`config.mk`:
```
export PLATFORM = sky130hd
export DESIGN_NAME = seg_addr_gen
export DESIGN_NICKNAME = d
export VERILOG_FILES = /design/src/rtl/seg_pkg.sv /design/src/rtl/seg_regfile.sv /design/src/rtl/seg_pick.sv /design/src/rtl/seg_xlate.sv /design/src/rtl/seg_addr_gen.sv
export SDC_FILE = /design/constraint.sdc
export NUM_CORES = 1
export LEC_CHECK = 0
export BUFFER_PORTS_ARGS = -buffer_cell sky130_fd_sc_hd__buf_4
export CORE_MARGIN = 5
export CORE_UTILIZATION = 60
export DETAILED_ROUTE_END_ITERATION = 6
export HOLD_SLACK_MARGIN = 0.06
export MAX_ROUTING_LAYER = met4
export PLACE_DENSITY_LB_ADDON = 0.3
export SLEW_MARGIN = 20
export SYNTH_ARGS = -nofsm -noshare
export SYNTH_HDL_FRONTEND = slang
export SYNTH_SLANG_ARGS = --single-unit
```
`constraint.sdc`:
```
create_clock -name clk -period 9.8 [get_ports clk]
set_input_delay 0.49 -clock clk [delete_from_list [all_inputs] [get_ports clk]]
set_output_delay 0.49 -clock clk [all_outputs]
set_load 0.01 [all_outputs]
```
`src/rtl/seg_pkg.sv`:
```
package seg_pkg;
  localparam int SEG_W  = 3;
  localparam int SEL_W  = 16;
  localparam int OFF_W  = 32;
  localparam int REAL_W = 20;

  typedef logic [SEG_W-1:0] seg_id_t;

  localparam seg_id_t SEG_ES = 3'd0;
  localparam seg_id_t SEG_CS = 3'd1;
  localparam seg_id_t SEG_SS = 3'd2;
  localparam seg_id_t SEG_DS = 3'd3;

  typedef enum logic [1:0] {
    ACC_FETCH  = 2'b00,
    ACC_DATA   = 2'b01,
    ACC_STACK  = 2'b10,
    ACC_STRDST = 2'b11
  } acc_kind_t;

  function automatic seg_id_t implied_seg(input acc_kind_t k);
    case (k)
      ACC_FETCH: return SEG_CS;
      ACC_DATA:  return SEG_DS;
      ACC_STACK: return SEG_SS;
      default:   return SEG_ES;
    endcase
  endfunction

  function automatic logic [REAL_W-1:0] real_linear(input logic [SEL_W-1:0] sel,
                                                    input logic [SEL_W-1:0] off);
    return {sel, 4'h0} + {4'h0, off};
  endfunction

  function automatic logic prot_over(input logic [OFF_W-1:0] off,
                                     input logic [OFF_W-1:0] lim);
    return off > lim;
  endfunction

  function automatic logic [OFF_W-1:0] prot_linear(input logic [OFF_W-1:0] base,
                                                   input logic [OFF_W-1:0] off);
    return base + off;
  endfunction
endpackage

```
`src/rtl/seg_regfile.sv`:
```
module seg_regfile
  import seg_pkg::*;
#(
  parameter int NUM_SEG = 6
) (
  input  logic             clk,
  input  logic             rst_n,
  input  logic             ld_valid,
  input  seg_id_t          ld_seg,
  input  logic [SEL_W-1:0] ld_sel,
  input  logic [OFF_W-1:0] ld_base,
  input  logic [OFF_W-1:0] ld_limit,
  input  seg_id_t          rd_seg,
  output logic             rd_ok,
  output logic [SEL_W-1:0] rd_sel,
  output logic [OFF_W-1:0] rd_base,
  output logic [OFF_W-1:0] rd_limit
);
  localparam int IDX_W = (NUM_SEG > 1) ? $clog2(NUM_SEG) : 1;

  logic [SEL_W-1:0] sel_q   [NUM_SEG];
  logic [OFF_W-1:0] base_q  [NUM_SEG];
  logic [OFF_W-1:0] limit_q [NUM_SEG];
  logic             ld_ok;
  logic [IDX_W-1:0] rd_idx;

  assign ld_ok  = ld_valid && (int'(ld_seg) < NUM_SEG);
  assign rd_ok  = int'(rd_seg) < NUM_SEG;
  assign rd_idx = rd_ok ? IDX_W'(rd_seg) : '0;

  for (genvar g = 0; g < NUM_SEG; g++) begin : g_entry
    always_ff @(posedge clk) begin
      if (!rst_n) begin
        sel_q[g]   <= '0;
        base_q[g]  <= '0;
        limit_q[g] <= '1;
      end else if (ld_ok && (int'(ld_seg) == g)) begin
        sel_q[g]   <= ld_sel;
        base_q[g]  <= ld_base;
        limit_q[g] <= ld_limit;
      end
    end
  end

  always_comb begin
    rd_sel   = rd_ok ? sel_q[rd_idx]   : '0;
    rd_base  = rd_ok ? base_q[rd_idx]  : '0;
    rd_limit = rd_ok ? limit_q[rd_idx] : '0;
  end

  AST_LOAD_STORES_BASE: assert property (@(posedge clk) disable iff (!rst_n)
    ld_ok |=> base_q[IDX_W'($past(ld_seg))] == $past(ld_base));
endmodule

```
`src/rtl/seg_pick.sv`:
```
module seg_pick
  import seg_pkg::*;
(
  input  acc_kind_t kind,
  input  logic      ovr_valid,
  input  seg_id_t   ovr_seg,
  output logic      ovr_used,
  output seg_id_t   seg
);
  assign ovr_used = ovr_valid && ((kind == ACC_DATA) || (kind == ACC_STACK));
  assign seg      = ovr_used ? ovr_seg : implied_seg(kind);
endmodule

```
`src/rtl/seg_xlate.sv`:
```
module seg_xlate
  import seg_pkg::*;
(
  input  logic             real_mode,
  input  logic             seg_ok,
  input  logic [SEL_W-1:0] sel,
  input  logic [OFF_W-1:0] base,
  input  logic [OFF_W-1:0] limit,
  input  logic [OFF_W-1:0] off,
  output logic             limit_hit,
  output logic             fault,
  output logic [OFF_W-1:0] addr
);
  logic [REAL_W-1:0] real_addr;
  logic [OFF_W-1:0]  prot_addr;

  assign real_addr = real_linear(sel, off[SEL_W-1:0]);
  assign prot_addr = prot_linear(base, off);
  assign limit_hit = !real_mode && prot_over(off, limit);
  assign fault     = !seg_ok || limit_hit;

  always_comb begin
    if (fault)          addr = '0;
    else if (real_mode) addr = {{(OFF_W-REAL_W){1'b0}}, real_addr};
    else                addr = prot_addr;
  end
endmodule

```
`src/rtl/seg_addr_gen.sv`:
```
module seg_addr_gen
  import seg_pkg::*;
#(
  parameter int NUM_SEG = 6
) (
  input  logic        clk,
  input  logic        rst_n,
  input  logic        real_mode,
  input  logic        req_valid,
  input  logic [1:0]  req_kind,
  input  logic        ovr_valid,
  input  logic [2:0]  ovr_seg,
  input  logic [31:0] req_off,
  input  logic        ld_valid,
  input  logic [2:0]  ld_seg,
  input  logic [15:0] ld_sel,
  input  logic [31:0] ld_base,
  input  logic [31:0] ld_limit,
  output logic        out_valid,
  output logic        out_fault,
  output logic [31:0] out_addr
);
  seg_id_t          pick_seg;
  logic             ovr_used;
  logic             seg_ok;
  logic [SEL_W-1:0] c_sel;
  logic [OFF_W-1:0] c_base, c_limit;
  logic             x_fault, x_limit_hit;
  logic [OFF_W-1:0] x_addr;

  seg_pick u_pick (
    .kind      (acc_kind_t'(req_kind)),
    .ovr_valid (ovr_valid),
    .ovr_seg   (ovr_seg),
    .ovr_used  (ovr_used),
    .seg       (pick_seg)
  );

  seg_regfile #(.NUM_SEG(NUM_SEG)) u_cache (
    .clk      (clk),
    .rst_n    (rst_n),
    .ld_valid (ld_valid),
    .ld_seg   (ld_seg),
    .ld_sel   (ld_sel),
    .ld_base  (ld_base),
    .ld_limit (ld_limit),
    .rd_seg   (pick_seg),
    .rd_ok    (seg_ok),
    .rd_sel   (c_sel),
    .rd_base  (c_base),
    .rd_limit (c_limit)
  );

  seg_xlate u_xlate (
    .real_mode (real_mode),
    .seg_ok    (seg_ok),
    .sel       (c_sel),
    .base      (c_base),
    .limit     (c_limit),
    .off       (req_off),
    .limit_hit (x_limit_hit),
    .fault     (x_fault),
    .addr      (x_addr)
  );

  always_ff @(posedge clk) begin
    if (!rst_n) begin
      out_valid <= 1'b0;
      out_fault <= 1'b0;
      out_addr  <= '0;
    end else begin
      out_valid <= req_valid;
      out_fault <= req_valid && x_fault;
      out_addr  <= req_valid ? x_addr : '0;
    end
  end

  AST_VALID_LAG: assert property (@(posedge clk) disable iff (!rst_n)
    req_valid |=> out_valid);
  AST_IDLE_QUIET: assert property (@(posedge clk) disable iff (!rst_n)
    !req_valid |=> !out_valid && !out_fault);
  AST_FAULT_ZERO: assert property (@(posedge clk) disable iff (!rst_n)
    out_fault |-> out_valid && (out_addr == '0));
  AST_REAL_20BIT: assert property (@(posedge clk) disable iff (!rst_n)
    (req_valid && real_mode && (!ovr_used || seg_ok)) |=> !out_fault && (out_addr[31:20] == '0));
  AST_LIMIT_FAULT: assert property (@(posedge clk) disable iff (!rst_n)
    (req_valid && x_limit_hit) |=> out_fault);
endmodule

```
## Word-level counts from Yosys, hierarchy flattened

Memories as Yosys holds them, arrays and structs flattened.
Index checks and enable logic that the tools add are counted.

- Memories kept: 3
- Bits in registers: 34
- Word-level logic and storage cells: 101
- Output and inout port bits: 34
- Input port bits: 126
- Memory bits (writable): 480

Memories:

| memory | words | bits a word | read ports | clocked after Yosys merged registers in | write ports | RTL line | text |
|---|---|---|---|---|---|---|---|
| u_cache.base_q | 6 | 32 | 1 | 0 | 6 | seg_regfile.sv:22 | `logic [OFF_W-1:0] base_q [NUM_SEG];` |
| u_cache.limit_q | 6 | 32 | 1 | 0 | 6 | seg_regfile.sv:23 | `logic [OFF_W-1:0] limit_q [NUM_SEG];` |
| u_cache.sel_q | 6 | 16 | 1 | 0 | 6 | seg_regfile.sv:21 | `logic [SEL_W-1:0] sel_q [NUM_SEG];` |

- Order comparisons: 3
- Equality and inequality tests: 7
- Add/sub/neg operators: 2
- Reduce and logical (&&, ||, !) cells: 18
- Bitwise gates (word level): 20
- Muxes and demuxes: 44

Operator list:

| operator | count |
|---|---|
| $mux 32 | 14 |
| $mux 16 | 7 |
| $add 32x32->32 | 1 |
| $gt 32x32->1 | 1 |
| $add 20x16->20 | 1 |
| $mux 20 | 1 |
| $mux 1 | 19 |
| $or 1x1->1 | 18 |
| $eq 3x3->1 const B | 4 |
| $logic_and 1x1->1 | 10 |
| $lt 3x3->1 const B | 2 |
| $mux 3 | 2 |
| $pmux 2 s3 | 1 |
| $reduce_or 4->1 | 1 |
| $eq 3x2->1 const B | 1 |
| $logic_not 3->1 | 1 |
| $reduce_or 3->1 | 1 |
| $eq 2x1->1 const B | 1 |
| $eq 2x2->1 const B | 1 |
| $logic_not 1->1 | 2 |
| $logic_not 2->1 | 1 |
| $logic_or 1x1->1 | 2 |
| $not 1->1 | 2 |

## Logic depth before layout (Yosys ltp)

An unclocked memory read counts as a cell.

- Depth after elaboration: 12
- Depth in mapped cells: 21

## Cells and area by module

A second synthesis with hierarchy kept.

- Cells, all modules: 2,089
- Area, all modules: 26,052.5 um2

Modules (own cells, without submodules):

| module | area an instance (um2) | sequential area each (um2) | times used | cells each |
|---|---|---|---|---|
| seg_regfile | 21,624.5 | 14,413.8 | 1 | 1,505 |
| seg_xlate | 3,375.7 | 0.0 | 1 | 498 |
| seg_addr_gen | 958.4 | 680.7 | 1 | 74 |
| seg_pick | 93.8 | 0.0 | 1 | 12 |

## Worst setup path after synthesis

No wires, ideal clock.

- Path kind: input to register
- Start: input ld_seg[0]
- End: memory u_cache.base_q[5][0] (enable)
- Buffers on the path: 2
- Slack: 2.496 ns
- Arrival time: 6.675 ns
- Stages on the path: 4
- Setup time: 0.629 ns
- Path through: clkbuf_1 -> nand2_1 -> clkbuf_1 -> o21ai_0

RTL lines:

| what | RTL line | text |
|---|---|---|
| start: declaration | seg_addr_gen.sv:15 | `input logic [2:0] ld_seg,` |
| end: declaration | seg_regfile.sv:22 |  |

## Worst setup path in the final report

- Start: input req_kind[1]
- End: register out_addr[26]

- Cells in the longest elaborated chain, start to end: 12

Ends and longest elaborated chain:

| what | RTL line | text |
|---|---|---|
| start: declaration | seg_addr_gen.sv:10 | `input logic [1:0] req_kind,` |
| branches (longest 3 deep; another with $pmux 2 s3) | n/a |  |
| $mux 3 (*) | seg_pick.sv:11 | `assign seg = ovr_used ? ovr_seg : implied_seg(kind);` |
| $lt 3x3->1 | seg_regfile.sv:28 | `assign rd_ok = int'(rd_seg) < NUM_SEG;` |
| $mux 3 | seg_regfile.sv:29 | `assign rd_idx = rd_ok ? IDX_W'(rd_seg) : '0;` |
| $mem_v2 6x32 | n/a |  |
| $mux 32 | seg_regfile.sv:48 | `rd_limit = rd_ok ? limit_q[rd_idx] : '0;` |
| $gt 32x32->1 | seg_pkg.sv:37 | `return off > lim;` |
| $logic_and 1x1->1 | seg_xlate.sv:19 | `assign limit_hit = !real_mode && prot_over(off, limit);` |
| $logic_or 1x1->1 | seg_xlate.sv:20 | `assign fault = !seg_ok \|\| limit_hit;` |
| $reduce_or 4->1 (no source line) | n/a |  |
| end signal: assignment | seg_addr_gen.sv:74 | `out_addr <= req_valid ? x_addr : '0;` |
| end: declaration | seg_addr_gen.sv:21 | `output logic [31:0] out_addr` |

Mark *: on every way between the ends.
A chain may end at the register's enable or synchronous reset.

==> report_table.html <==
<table>
<tr><th>Metric</th><th>Value</th></tr>
<tr><th colspan="2">GRT</th></tr>
<tr><td>Wire length of the first global-routing pass</td><td>around 100000 microns</td></tr>
<tr><td>Pin count of the biggest net entering global routing</td><td>between 80 and 90</td></tr>
<tr><td>Met2 Use GR</td><td>45.7%</td></tr>
<tr><td>Met3 track demand over resource</td><td>roughly 4.9%</td></tr>
<tr><td>Vias in the first global route</td><td>approximately 16000</td></tr>
<tr><td>Overall Global Routing Usage</td><td>just under 30%</td></tr>
<tr><td>Gr busiest metal</td><td>met2</td></tr>
<tr><td>Grt ovf</td><td>0</td></tr>
<tr><td>Fraction of met1 tracks used by global routing</td><td>around two fifths</td></tr>
<tr><td>Number of antenna violations at the first check in global routing</td><td>2</td></tr>
<tr><th colspan="2">Detailed routing</th></tr>
<tr><td>Routed len/inst</td><td>25.2 microns</td></tr>
<tr><td>Via count</td><td>16200</td></tr>
<tr><td>Routed wire length</td><td>approximately 66000 microns</td></tr>
<tr><td>Detail Route Antenna Nets</td><td>0</td></tr>
<tr><td>Routed vias/inst</td><td>a little over 6</td></tr>
<tr><td>Number of design-rule violations left by the first detailed-router iteration</td><td>1598</td></tr>
<tr><td>Initial DRT Pass Iterations</td><td>5</td></tr>
<tr><td>Remaining routing DRC violations</td><td>0</td></tr>
<tr><th colspan="2">STA</th></tr>
<tr><td>Unrepaired setup endpoints after global routing</td><td>no</td></tr>
<tr><td>Max-slew violation count</td><td>0</td></tr>
<tr><td>Post-route clock skew</td><td>0.0112 ns</td></tr>
<tr><td>Hold Fails Final Rpt</td><td>0</td></tr>
<tr><td>Count of endpoints failing setup in the final report</td><td>0</td></tr>
<tr><td>Setup TNS</td><td>0 ns</td></tr>
<tr><td>Min cycle time layout</td><td>~5.5 ns</td></tr>
<tr><td>Actual transition at the worst max-transition pin</td><td>between 1 and 1.5 ns</td></tr>
<tr><td>Post-route clock period utilization</td><td>between 50 and 60%</td></tr>
<tr><td>Max Clk Rate</td><td>between 0.15 and 0.2 GHz</td></tr>
<tr><td>Worst relative slew slack</td><td>between 20 and 25%</td></tr>
<tr><th colspan="2">Yosys</th></tr>
<tr><td>Most common flop cell mapped by yosys</td><td>sky130_fd_sc_hd__edfxtp_1</td></tr>
<tr><td>Syn Nets</td><td>between 2000 and 2500</td></tr>
<tr><td>Number of synthesized flops with an enable pin</td><td>480</td></tr>
<tr><td>FF+latch count, synth</td><td>514</td></tr>
<tr><td>Library cell with the largest summed area after synthesis</td><td>sky130_fd_sc_hd__edfxtp_1</td></tr>
<tr><td>Warnings from Yosys</td><td>0</td></tr>
<tr><td>Avg Cell Area, Syn</td><td>approximately 13 sq um</td></tr>
<tr><td>Area contributors post-synth</td><td>sky130_fd_sc_hd__edfxtp_1, sky130_fd_sc_hd__and2_1, sky130_fd_sc_hd__mux4_2</td></tr>
<tr><td>Top cell type's share of synthesized area</td><td>between 50% and 60%</td></tr>
<tr><td>Count of unique library cells instantiated by Yosys</td><td>66</td></tr>
<tr><td>Proportion of synthesized flip-flops having asynchronous set or reset</td><td>0%</td></tr>
<tr><td>Post-Synthesis Cells</td><td>1908</td></tr>
<tr><td>Netlist Area Pre-Place</td><td>25300 sq um</td></tr>
<tr><td>Portion of the post-synthesis area used by sequential elements</td><td>59.6%</td></tr>
<tr><th colspan="2">Cells and area</th></tr>
<tr><td>Number of fill cells in the layout</td><td>2860</td></tr>
<tr><td>Post-route core utilization</td><td>a little over two thirds</td></tr>
<tr><td>Layout Cell Area excl Fill</td><td>between 20000 and 30000 sq um</td></tr>
<tr><td>Signed area change from the synthesized netlist to the final layout</td><td>14.7%</td></tr>
<tr><td>Share of post-route cells with drive strength above 1</td><td>a little under a fifth</td></tr>
<tr><td>Nets@finish</td><td>between 2000 and 2500</td></tr>
<tr><th colspan="2">Clock tree</th></tr>
<tr><td>Worst-Skew Late Latency</td><td>0.61 ns</td></tr>
<tr><td>H-tree Lvls</td><td>2</td></tr>
<tr><td>Clock Tree Buf Depth</td><td>3</td></tr>
<tr><td>TritonCTS buffer count</td><td>between 50 and 60</td></tr>
<tr><td>Clock tree from TritonCTS</td><td>built</td></tr>
<tr><td>Clock sink total</td><td>between 500 and 600</td></tr>
<tr><td>Clock slew at reported path FFs</td><td>roughly 0.06 ns</td></tr>
<tr><td>Cell chosen for the clock root</td><td>sky130_fd_sc_hd__clkbuf_16</td></tr>
<tr><td>Number of cells upsized or downsized after cts</td><td>0</td></tr>
<tr><td>Hold Buf Count CTS</td><td>0</td></tr>
<tr><td>Setup bufs post-CTS</td><td>0</td></tr>
<tr><th colspan="2">Setup path</th></tr>
<tr><td>Maximum cell stage delay along the critical path</td><td>around 0.76 ns</td></tr>
<tr><td>Setup Crit Path Kind</td><td>primary input to flip-flop</td></tr>
<tr><td>Top cell family by delay on the critical path</td><td>compound AO/OA/AOI/OAI gates</td></tr>
<tr><td>Worst path required time</td><td>10.27 ns</td></tr>
<tr><td>Peak fanout along the critical path</td><td>44</td></tr>
<tr><td>Top cell by count, worst path</td><td>sky130_fd_sc_hd__buf_4</td></tr>
<tr><td>Data arrival time of the critical path</td><td>5.97 ns</td></tr>
<tr><td>Internal reg-to-reg setup slack</td><td>5.61 ns</td></tr>
<tr><td>Number of buffers and inverters on the critical path</td><td>4</td></tr>
<tr><td>Standard cell with the maximum stage delay on the critical path</td><td>sky130_fd_sc_hd__buf_4</td></tr>
<tr><td>Cell-by-cell trace of the critical path</td><td>buf_4 &gt; inv_1 &gt; ha_1 &gt; o2bb2ai_2 &gt; a2bb2oi_4 &gt; buf_4 &gt; buf_4 &gt; mux4_2 &gt; nand2_1 &gt; o21ai_1 &gt; ha_1 &gt; fa_1 &gt; a21oi_1 &gt; o211ai_2 &gt; a31o_1 &gt; a221oi_4 &gt; a31oi_2 &gt; a211oi_2 &gt; xor2_1 &gt; nor2_1</td></tr>
<tr><td>Critical path endpoint category</td><td>flip-flop</td></tr>
<tr><td>Type of origin of the critical path</td><td>primary input</td></tr>
<tr><th colspan="2">Die</th></tr>
<tr><td>Initial cell density of the core</td><td>60.5%</td></tr>
<tr><td>Die area</td><td>46400 sq um</td></tr>
<tr><td>Floorplan Core Area</td><td>around 42000 sq um</td></tr>
<tr><td>Width of the chip</td><td>215 microns</td></tr>
<tr><td>Die Y-Extent</td><td>approximately 220 microns</td></tr>
<tr><td>Site Rows</td><td>75</td></tr>
<tr><td>Ports placed on the boundary</td><td>160</td></tr>
<tr><th colspan="2">Power</th></tr>
<tr><td>Power per unit of standard cell area</td><td>197 nW/um^2</td></tr>
<tr><td>Power after layout</td><td>between 5 and 6 mW</td></tr>
<tr><td>Max rail drop VDD</td><td>approximately 0.22 mV</td></tr>
<tr><td>Leakage power</td><td>roughly 11 nW</td></tr>
<tr><th colspan="2">Placement</th></tr>
<tr><td>Total half-perimeter wirelength after legalization and detailed placement</td><td>between 40000 and 50000 microns</td></tr>
<tr><td>PortBufs</td><td>159</td></tr>
<tr><td>Post-placement cell area</td><td>around 27000 sq um</td></tr>
<tr><td>Final weighted congestion of routability-driven global placement</td><td>approximately 0.9</td></tr>
<tr><th colspan="2">Job</th></tr>
<tr><td>Max capacitance violation total</td><td>0</td></tr>
<tr><th colspan="2">Run status</th></tr>
<tr><td>Status</td><td>complete, no violations</td></tr>
<tr><th colspan="2">Hold path</th></tr>
<tr><td>Worst min path class</td><td>primary input to flip-flop</td></tr>
</table>
## area by class of cell
cell class                 instances  area (sq um)  share of cell area [%]
antenna                            2          5.00                  0.0172
clock buffer                      64          1480                    5.10
inverter                          17          63.8                   0.220
clock inverter                    33           407                    1.40
tap                              539           674                    2.32
sequential                       514         15100                    52.0
multi-input combinational       1265          9860                    33.9
timing repair buffer             190          1470                    5.05
## stage by stage
step / cells / setup slack [ns] / hold slack (ns)
floorplan: 1908 / 2.50 / 0.624
global placement: 2523 / 3.82 / 0.771
detailed placement: 2525 / 3.66 / 0.779
CTS: 2622 / 4.31 / 0.152
global route: 2623 / 3.89 / 0.173
finish: 2624 / 4.30 / 0.179
## layout by cell type (no fill, tap or decap), types with 12 or more instances in the layout
cell,instances
sky130_fd_sc_hd__ha_1,78
sky130_fd_sc_hd__o21ai_0,17
sky130_fd_sc_hd__xnor2_1,26
sky130_fd_sc_hd__mux2i_1,87
sky130_fd_sc_hd__nand2_1,83
sky130_fd_sc_hd__o21ai_1,52
sky130_fd_sc_hd__buf_4,188
sky130_fd_sc_hd__or3_1,99
sky130_fd_sc_hd__inv_1,17
sky130_fd_sc_hd__and2_1,291
sky130_fd_sc_hd__a21oi_1,83
sky130_fd_sc_hd__dfxtp_1,34
sky130_fd_sc_hd__a21o_1,19
sky130_fd_sc_hd__mux4_2,77
sky130_fd_sc_hd__clkbuf_16,55
sky130_fd_sc_hd__edfxtp_1,480
sky130_fd_sc_hd__xor2_1,14
sky130_fd_sc_hd__clkinv_2,12
sky130_fd_sc_hd__nand2b_1,102
sky130_fd_sc_hd__nor2_1,92
## sequential cells by signal, summed over array words and instances, names as in the netlist
name and flops:
out_addr 32, u_cache.sel_q 96, out_valid 1, out_fault 1, u_cache.base_q 192, u_cache.limit_q 192
## kinds of logic after synthesis
| logic type | count (synthesis) | synth area share (%) |
|---|---|---|
| buf+inv | 129 | 2.14 |
| flops | 514 | 59.6 |
| xor+xnor | 40 | 1.38 |
| mux | 170 | 10.5 |
| fa+ha+maj | 80 | 4.01 |
| compound gates | 250 | 6.21 |
| simple gates | 725 | 16.1 |
## cells in the mapped netlist, types with 3 or more instances
cell type / count
sky130_fd_sc_hd__o21bai_1: 4
sky130_fd_sc_hd__inv_1: 17
sky130_fd_sc_hd__edfxtp_1: 480
sky130_fd_sc_hd__nand3_1: 7
sky130_fd_sc_hd__nor4_1: 4
sky130_fd_sc_hd__a211oi_2: 4
sky130_fd_sc_hd__and3_1: 7
sky130_fd_sc_hd__dfxtp_1: 34
sky130_fd_sc_hd__a31oi_1: 9
sky130_fd_sc_hd__ha_1: 78
sky130_fd_sc_hd__o211ai_1: 10
sky130_fd_sc_hd__buf_4: 6
sky130_fd_sc_hd__buf_2: 16
sky130_fd_sc_hd__a21oi_1: 83
sky130_fd_sc_hd__nor3b_1: 6
sky130_fd_sc_hd__mux2_1: 3
sky130_fd_sc_hd__mux2_2: 3
sky130_fd_sc_hd__nand4_1: 6
sky130_fd_sc_hd__nor2b_1: 7
sky130_fd_sc_hd__or3_1: 99
sky130_fd_sc_hd__o21ai_1: 52
sky130_fd_sc_hd__nor3_1: 8
sky130_fd_sc_hd__and2_1: 291
sky130_fd_sc_hd__o21ai_0: 21
sky130_fd_sc_hd__a211oi_1: 7
sky130_fd_sc_hd__o21a_1: 8
sky130_fd_sc_hd__nand2b_1: 104
sky130_fd_sc_hd__a221oi_1: 3
sky130_fd_sc_hd__xor2_1: 14
sky130_fd_sc_hd__mux2i_1: 87
sky130_fd_sc_hd__mux4_2: 77
sky130_fd_sc_hd__clkbuf_1: 86
sky130_fd_sc_hd__nand2_1: 84
sky130_fd_sc_hd__nor2_1: 95
sky130_fd_sc_hd__xnor2_1: 26
sky130_fd_sc_hd__a21o_1: 19
## layer usage
metal | wire length [microns] | share of wire [%] | up-vias
met4 | 2300 | 3.5 | 0
met5 | 0 | 0 | -
met3 | 5920 | 9.0 | 122
met2 | 31300 | 47 | 757
met1 | 26500 | 40 | 8032
li1 | - | - | 7323
## worst register-to-register path: cells and delay by family (launching register included)
| family | cells | cell delay (ns) |
|---|---|---|
| and+or+nand+nor | 6 | 2.51 |
| AOI/OAI and AO/OA | 3 | 0.54 |
| muxes | 1 | 0.48 |
| DFF | 1 | 0.38 |
| adders and majority gates | 1 | 0.19 |
## worst paths after layout
path / startpoint / endpoint / cells past startpoint
worst max-delay path: req_kind[1] / out_addr[26]$_SDFF_PP0_ / 20
worst min-delay path: req_valid / out_valid$_SDFF_PN0_ / 3
worst max register to register: u_cache.limit_q[2][29]$_SDFFCE_PN1P_ / out_addr[27]$_SDFF_PP0_ / 11
worst min register to register: u_cache.sel_q[4][12]$_SDFFCE_PN0P_ / out_addr[16]$_SDFF_PP0_ / 4
## report_power, final
part,internal [mW],switching [mW],total [mW]
logic,0.410,0.563,0.973
clock network,1.31,0.846,2.16
registers,2.55,0.0453,2.59
total,4.27,1.45,5.72
(Power assumes the default switching activity.)
